==> src/rtl/irl_pkg.sv <==
package irl_pkg;
  localparam int NSRC = 13;
  localparam int WW   = 16;
  localparam int LW   = 4;

  // source index -> monitor/mask bit, and priority rank (0 most urgent)
  localparam int SRC_BIT  [NSRC] = '{9, 8, 14, 13, 12, 11, 10, 6, 5, 4, 7, 0, 15};
  localparam int SRC_RANK [NSRC] = '{1, 2, 9, 10, 3, 0, 4, 5, 6, 7, 8, 11, 12};

  function automatic logic [WW-1:0] used_bits();
    logic [WW-1:0] m;
    m = '0;
    for (int i = 0; i < NSRC; i++) m[SRC_BIT[i]] = 1'b1;
    return m;
  endfunction
endpackage

==> src/rtl/irl_src_map.sv <==
module irl_src_map
  import irl_pkg::*;
#(
  parameter int N  = NSRC,
  parameter int DW = WW
) (
  input  logic [N-1:0]  src_i,
  output logic [DW-1:0] mon_o
);
  always_comb begin
    mon_o = '0;
    for (int i = 0; i < N; i++) mon_o[SRC_BIT[i]] = src_i[i];
  end
endmodule

==> src/rtl/irl_rank_sel.sv <==
module irl_rank_sel
  import irl_pkg::*;
#(
  parameter int N  = NSRC,
  parameter int DW = WW,
  parameter int L  = LW
) (
  input  logic [DW-1:0] pend_i,
  output logic [L-1:0]  level_o
);
  localparam logic [L-1:0] IDLE = '1;
  localparam logic [DW-1:0] USED = used_bits();

  int best;
  logic unused_bits;
  assign unused_bits = ^(pend_i & ~USED);

  always_comb begin
    best = int'(IDLE);
    for (int i = 0; i < N; i++)
      if (pend_i[SRC_BIT[i]] && SRC_RANK[i] < best) best = SRC_RANK[i];
    level_o = L'(best) ^ IDLE;
  end
endmodule

==> src/rtl/irl_regs.sv <==
module irl_regs #(
  parameter int AW = 6,
  parameter int DW = 16,
  parameter logic [AW-1:0] MASK_OFS = 6'h00,
  parameter logic [AW-1:0] MON_OFS  = 6'h02
) (
  input  logic          clk_i,
  input  logic          rst_ni,
  input  logic [AW-1:0] addr_i,
  input  logic          wr_i,
  input  logic [DW-1:0] wdata_i,
  input  logic [DW-1:0] mon_q_i,
  output logic [DW-1:0] mask_q_o,
  output logic [DW-1:0] mask_d_o,
  output logic [DW-1:0] rdata_o
);
  logic mask_wr;
  assign mask_wr  = wr_i && (addr_i == MASK_OFS);
  // bypass so the level register sees the mask written on this edge
  assign mask_d_o = mask_wr ? wdata_i : mask_q_o;

  always_ff @(posedge clk_i or negedge rst_ni)
    if (!rst_ni) mask_q_o <= '0;
    else         mask_q_o <= mask_d_o;

  always_comb begin
    unique case (addr_i)
      MASK_OFS: rdata_o = mask_q_o;
      MON_OFS:  rdata_o = mon_q_i;
      default:  rdata_o = '0;
    endcase
  end


  mask_wr_chk: assert property (@(posedge clk_i) disable iff (!rst_ni)
    (wr_i && addr_i == MASK_OFS) |=> mask_q_o == $past(wdata_i));


  other_wr_chk: assert property (@(posedge clk_i) disable iff (!rst_ni)
    (wr_i && addr_i != MASK_OFS) |=> $stable(mask_q_o));
endmodule

==> src/rtl/irl_prio_enc.sv <==
module irl_prio_enc
  import irl_pkg::*;
#(
  parameter int AW = 6,
  parameter int DW = WW,
  parameter int L  = LW
) (
  input  logic          clk_i,
  input  logic          rst_ni,
  input  logic [12:0]   src_i,
  input  logic [AW-1:0] addr_i,
  input  logic          wr_i,
  input  logic [DW-1:0] wdata_i,
  output logic [DW-1:0] rdata_o,
  output logic [L-1:0]  level_o
);
  logic [DW-1:0] mon_d, mon_q, mask_q, mask_d, pend_d;
  logic [L-1:0]  lvl_d;
  logic          valid_q;

  irl_src_map #(.N(NSRC), .DW(DW)) u_map (.src_i(src_i), .mon_o(mon_d));

  irl_regs #(.AW(AW), .DW(DW)) u_regs (
    .clk_i(clk_i), .rst_ni(rst_ni), .addr_i(addr_i), .wr_i(wr_i),
    .wdata_i(wdata_i), .mon_q_i(mon_q), .mask_q_o(mask_q),
    .mask_d_o(mask_d), .rdata_o(rdata_o)
  );

  assign pend_d = mon_d & mask_d;

  irl_rank_sel #(.N(NSRC), .DW(DW), .L(L)) u_sel (.pend_i(pend_d), .level_o(lvl_d));

  always_ff @(posedge clk_i or negedge rst_ni)
    if (!rst_ni) begin
      mon_q   <= '0;
      level_o <= '0;
      valid_q <= 1'b0;
    end else begin
      mon_q   <= mon_d;
      level_o <= lvl_d;
      valid_q <= 1'b1;
    end


  for (genvar g = 0; g < NSRC; g++) begin : g_mon_chk
    mon_follow_chk: assert property (@(posedge clk_i) disable iff (!rst_ni)
      valid_q |-> mon_q[SRC_BIT[g]] == $past(src_i[g]));
  end


  top_rank_chk: assert property (@(posedge clk_i) disable iff (!rst_ni)
    (src_i[5] && mask_d[SRC_BIT[5]]) |=> level_o == 4'hF);


  idle_zero_chk: assert property (@(posedge clk_i) disable iff (!rst_ni)
    (pend_d == '0) |=> level_o == '0);


  lvl_needs_pend_chk: assert property (@(posedge clk_i) disable iff (!rst_ni)
    (level_o != '0) |-> ((mon_q & mask_q) != '0));
endmodule

==> config.mk <==
export PLATFORM = sky130hd
export DESIGN_NAME = irl_prio_enc
export DESIGN_NICKNAME = d
export VERILOG_FILES = /design/src/rtl/irl_pkg.sv /design/src/rtl/irl_src_map.sv /design/src/rtl/irl_rank_sel.sv /design/src/rtl/irl_regs.sv /design/src/rtl/irl_prio_enc.sv
export SDC_FILE = /design/constraint.sdc
export NUM_CORES = 1
export LEC_CHECK = 0
export BUFFER_PORTS_ARGS = -buffer_cell sky130_fd_sc_hd__buf_2
export CORE_ASPECT_RATIO = 0.6
export CORE_MARGIN = 10
export CORE_UTILIZATION = 25
export CTS_CLUSTER_DIAMETER = 200
export DETAILED_ROUTE_END_ITERATION = 12
export SLEW_MARGIN = 20
export SYNTH_ARGS = -nofsm -noshare
export SYNTH_HDL_FRONTEND = slang
export SYNTH_SLANG_ARGS = --single-unit
==> constraint.sdc <==
create_clock -name clk_i -period 1.82 [get_ports clk_i]
set_input_delay 0 -clock clk_i [delete_from_list [all_inputs] [get_ports clk_i]]
set_output_delay 0 -clock clk_i [all_outputs]
set_load 0.1 [all_outputs]
==> results.ini <==
[critical_path]
crit_type=in2reg
rr_startpoint=u_regs.mask_q_o[14]
cp-end-kind=register
crit_fanout=5
required_ps=1960
crit_end=level_o[0]
crit_start=src_i[0]
rrSetupSlack_ps=210
r2r-end=level_o[0]
arrival_ps=1780
start_kind=primary input
reg2reg_depth=5

[status]
status=completed

[grt]
grt_pass1_vias=1730
grt_first_pass_wirelength_um=9260
overflow=0
grt_antenna_before_repair=0
grt_util_all_layers_pct=10.6
grt_max_degree=34

[yosys]
synth_area_leaders=dfrtp_1, nand2_1, mux2i_1
synth_top_area_share_pct=48.0
syn-mean-instance-area_um2=9.78
synthCells=176
ys_ff_latch=33
yosys_warnings=0
synth_cell_types=36
syn-num-nets=214
seq_area_frac_synth_pct=48.0
synth_top_area_cell=dfrtp_1
synth_area_um2=1720

[clock_network]
clkSinkCount=33
cts_setup_buffers=0
insertion_delay_ps=280
root_buffer=clkbuf_16
clk_path_buf_depth=2
htreeDepth=2
cts_buffers=5
cts_tree=yes
path_clk_slew_ps=50

[sta]
finalCriticalPeriod_ps=1640
maxSlewHeadroom_pct=51.4
finalSetupTns_ps=0
rsz0062_at_grt=no
timing.hold.ws_ps=21.3
max_freq_mhz=611
period_share_pct=89.9
final_hold_viol_count=0
worstMarginPinSlew_ps=728
final-setup-viol-count=0
maxSlewViolCount=0
layout_setup_ws_ps=183
clock_skew_ps=4.37

[layout]
final_cells=357
antennaDiodeCount=0
syn_to_final_growth_pct=63.2
finish.utilization_pct=42.1
nFillCells=656
stdcell_area_um2=2810
nets=307
drive_gt1_share_pct=31.1

[floorplanning]
core.rowCount=23
die_width_um=127
die_h_um=84.3
io_pins=58
coreArea_um2=6680
start_util_pct=25.8
die_area_um2=10700

[power]
p_leak_nw=1.31
worst_ir_drop_vdd_v=0.000361
p_total_mw=2.45
power_density_nw_per_um2=871

[place]
dp_slack_ps=35.4
dp.cells=321
dpl.hpwl_um=4410
place_area_um2=2370
gp_congestion=0.908
port_buffers=57

[drt]
via_per_inst=4.83
routed_wl_um=5770
detail-route-antenna-nets=0
drt_pass1_iterations=4
drt-initial-drc-count=110
drc_errors=0
vias=1725
wire_per_inst_um=16.2

[flow_run]
maxCapViolCount=0

[worst_hold_path]
hp-class=in2reg

## cells in the mapped netlist
cell	number
nand3b_1	1
dfrtp_1	33
buf_4	1
nand2_1	47
a21o_1	1
nand4_1	3
o311a_1	1
a222oi_1	1
mux2_2	8
a22o_1	1
nor3_1	1
a311o_1	2
a211oi_1	1
nand3_1	2
and3_1	3
o31ai_1	1
a31oi_1	4
a22oi_1	5
a21oi_1	4
buf_6	2
nor2_1	16
a31o_2	1
nor4b_4	1
o32ai_1	2
and4_1	1
or3_1	1
a32o_1	1
clkbuf_1	2
and2_1	4
a32oi_1	1
a221oi_1	2
buf_2	3
mux2i_1	16
o21bai_1	1
inv_1	1
o21ai_0	1
## routing by layer
metal | wire (um) | global-route usage [%] | up-vias
met5 | 0 | 0 | -
met4 | 53 | 2.47 | 0
met3 | 503 | 4.33 | 6
met2 | 2370 | 15.0 | 78
met1 | 2840 | 14.5 | 823
li1 | - | - | 818
## where the power goes
group | switching, mW | total [mW] | internal, mW
clock network | 0.305 | 0.884 | 0.579
registers | 0.0556 | 0.882 | 0.826
logic | 0.452 | 0.681 | 0.229
## how the worst min path moves through the flow
| stage | cells past startpoint | end | slack (ps) | from |
|---|---|---|---|---|
| 3_3_place_gp | 1 | mon_q[13] | 110 | rst_ni |
| 5_1_grt | 2 | u_regs.mask_q_o[14] | 20 | wdata_i[14] |
| 6_report | 3 | u_regs.mask_q_o[11] | 20 | wdata_i[11] |
| 4_1_cts | 3 | u_regs.mask_q_o[11] | 10 | wdata_i[11] |
| 2_1_floorplan | 0 | level_o[0] | -300 | rst_ni |
| 3_5_place_dp | 1 | mon_q[13] | 110 | rst_ni |
## critical path, cell delays in order
cell and delay [ps]:
dlygate4sd3_1 530, buf_2 150, a22oi_1 250, and4_1 220
a31oi_1 70, buf_4 180, o32ai_1 270, o32ai_1 110
## state kept, by name, indices dropped and copies added, names as in the netlist
name             count
mon_q               13
level_o              4
u_regs.mask_q_o     16
## cells by family (layout without fill, tap and decap cells)
family	after synthesis	count (layout)	synth area share, %
compound gates	30	30	13.3
buf+inv	9	103	3.27
flops	33	33	48.0
mux	24	24	14.5
simple gates	80	80	20.9
## placed cells by master (no fill, tap or decap), types with 2 or more instances in the layout
cell,count
nand4_1,3
dfrtp_1,33
mux2i_1,16
buf_2,41
a22oi_1,5
a311o_1,2
nor2_1,16
nand2_1,47
nand3_1,2
clkbuf_16,5
clkbuf_8,2
mux2_2,8
dlygate4sd3_1,28
and3_1,3
a21oi_1,4
a31oi_1,4
buf_4,9
a221oi_1,2
o32ai_1,2
buf_12,16
and2_1,4
## layout make-up
| cell class | instances | area, um2 | share of cell area, % |
|---|---|---|---|
| repair buffers | 94 | 873 | 31.1 |
| multi-input cells | 134 | 840 | 29.9 |
| flip-flops and latches | 33 | 826 | 29.4 |
| clock buffers | 7 | 153 | 5.43 |
| well taps | 87 | 109 | 3.88 |
| clock inverters | 1 | 5.00 | 0.178 |
| inverters | 1 | 3.75 | 0.134 |
## repair_timing
| action | CTS | global route |
|---|---|---|
| hold buffers | 28 | 0 |
| endpoints found under the setup margin | 0 | 0 |
| endpoints found under the hold margin | 60 | 0 |
| gates resized for setup | 0 | 0 |
No activity file was read; power rests on OpenSTA's default activity.
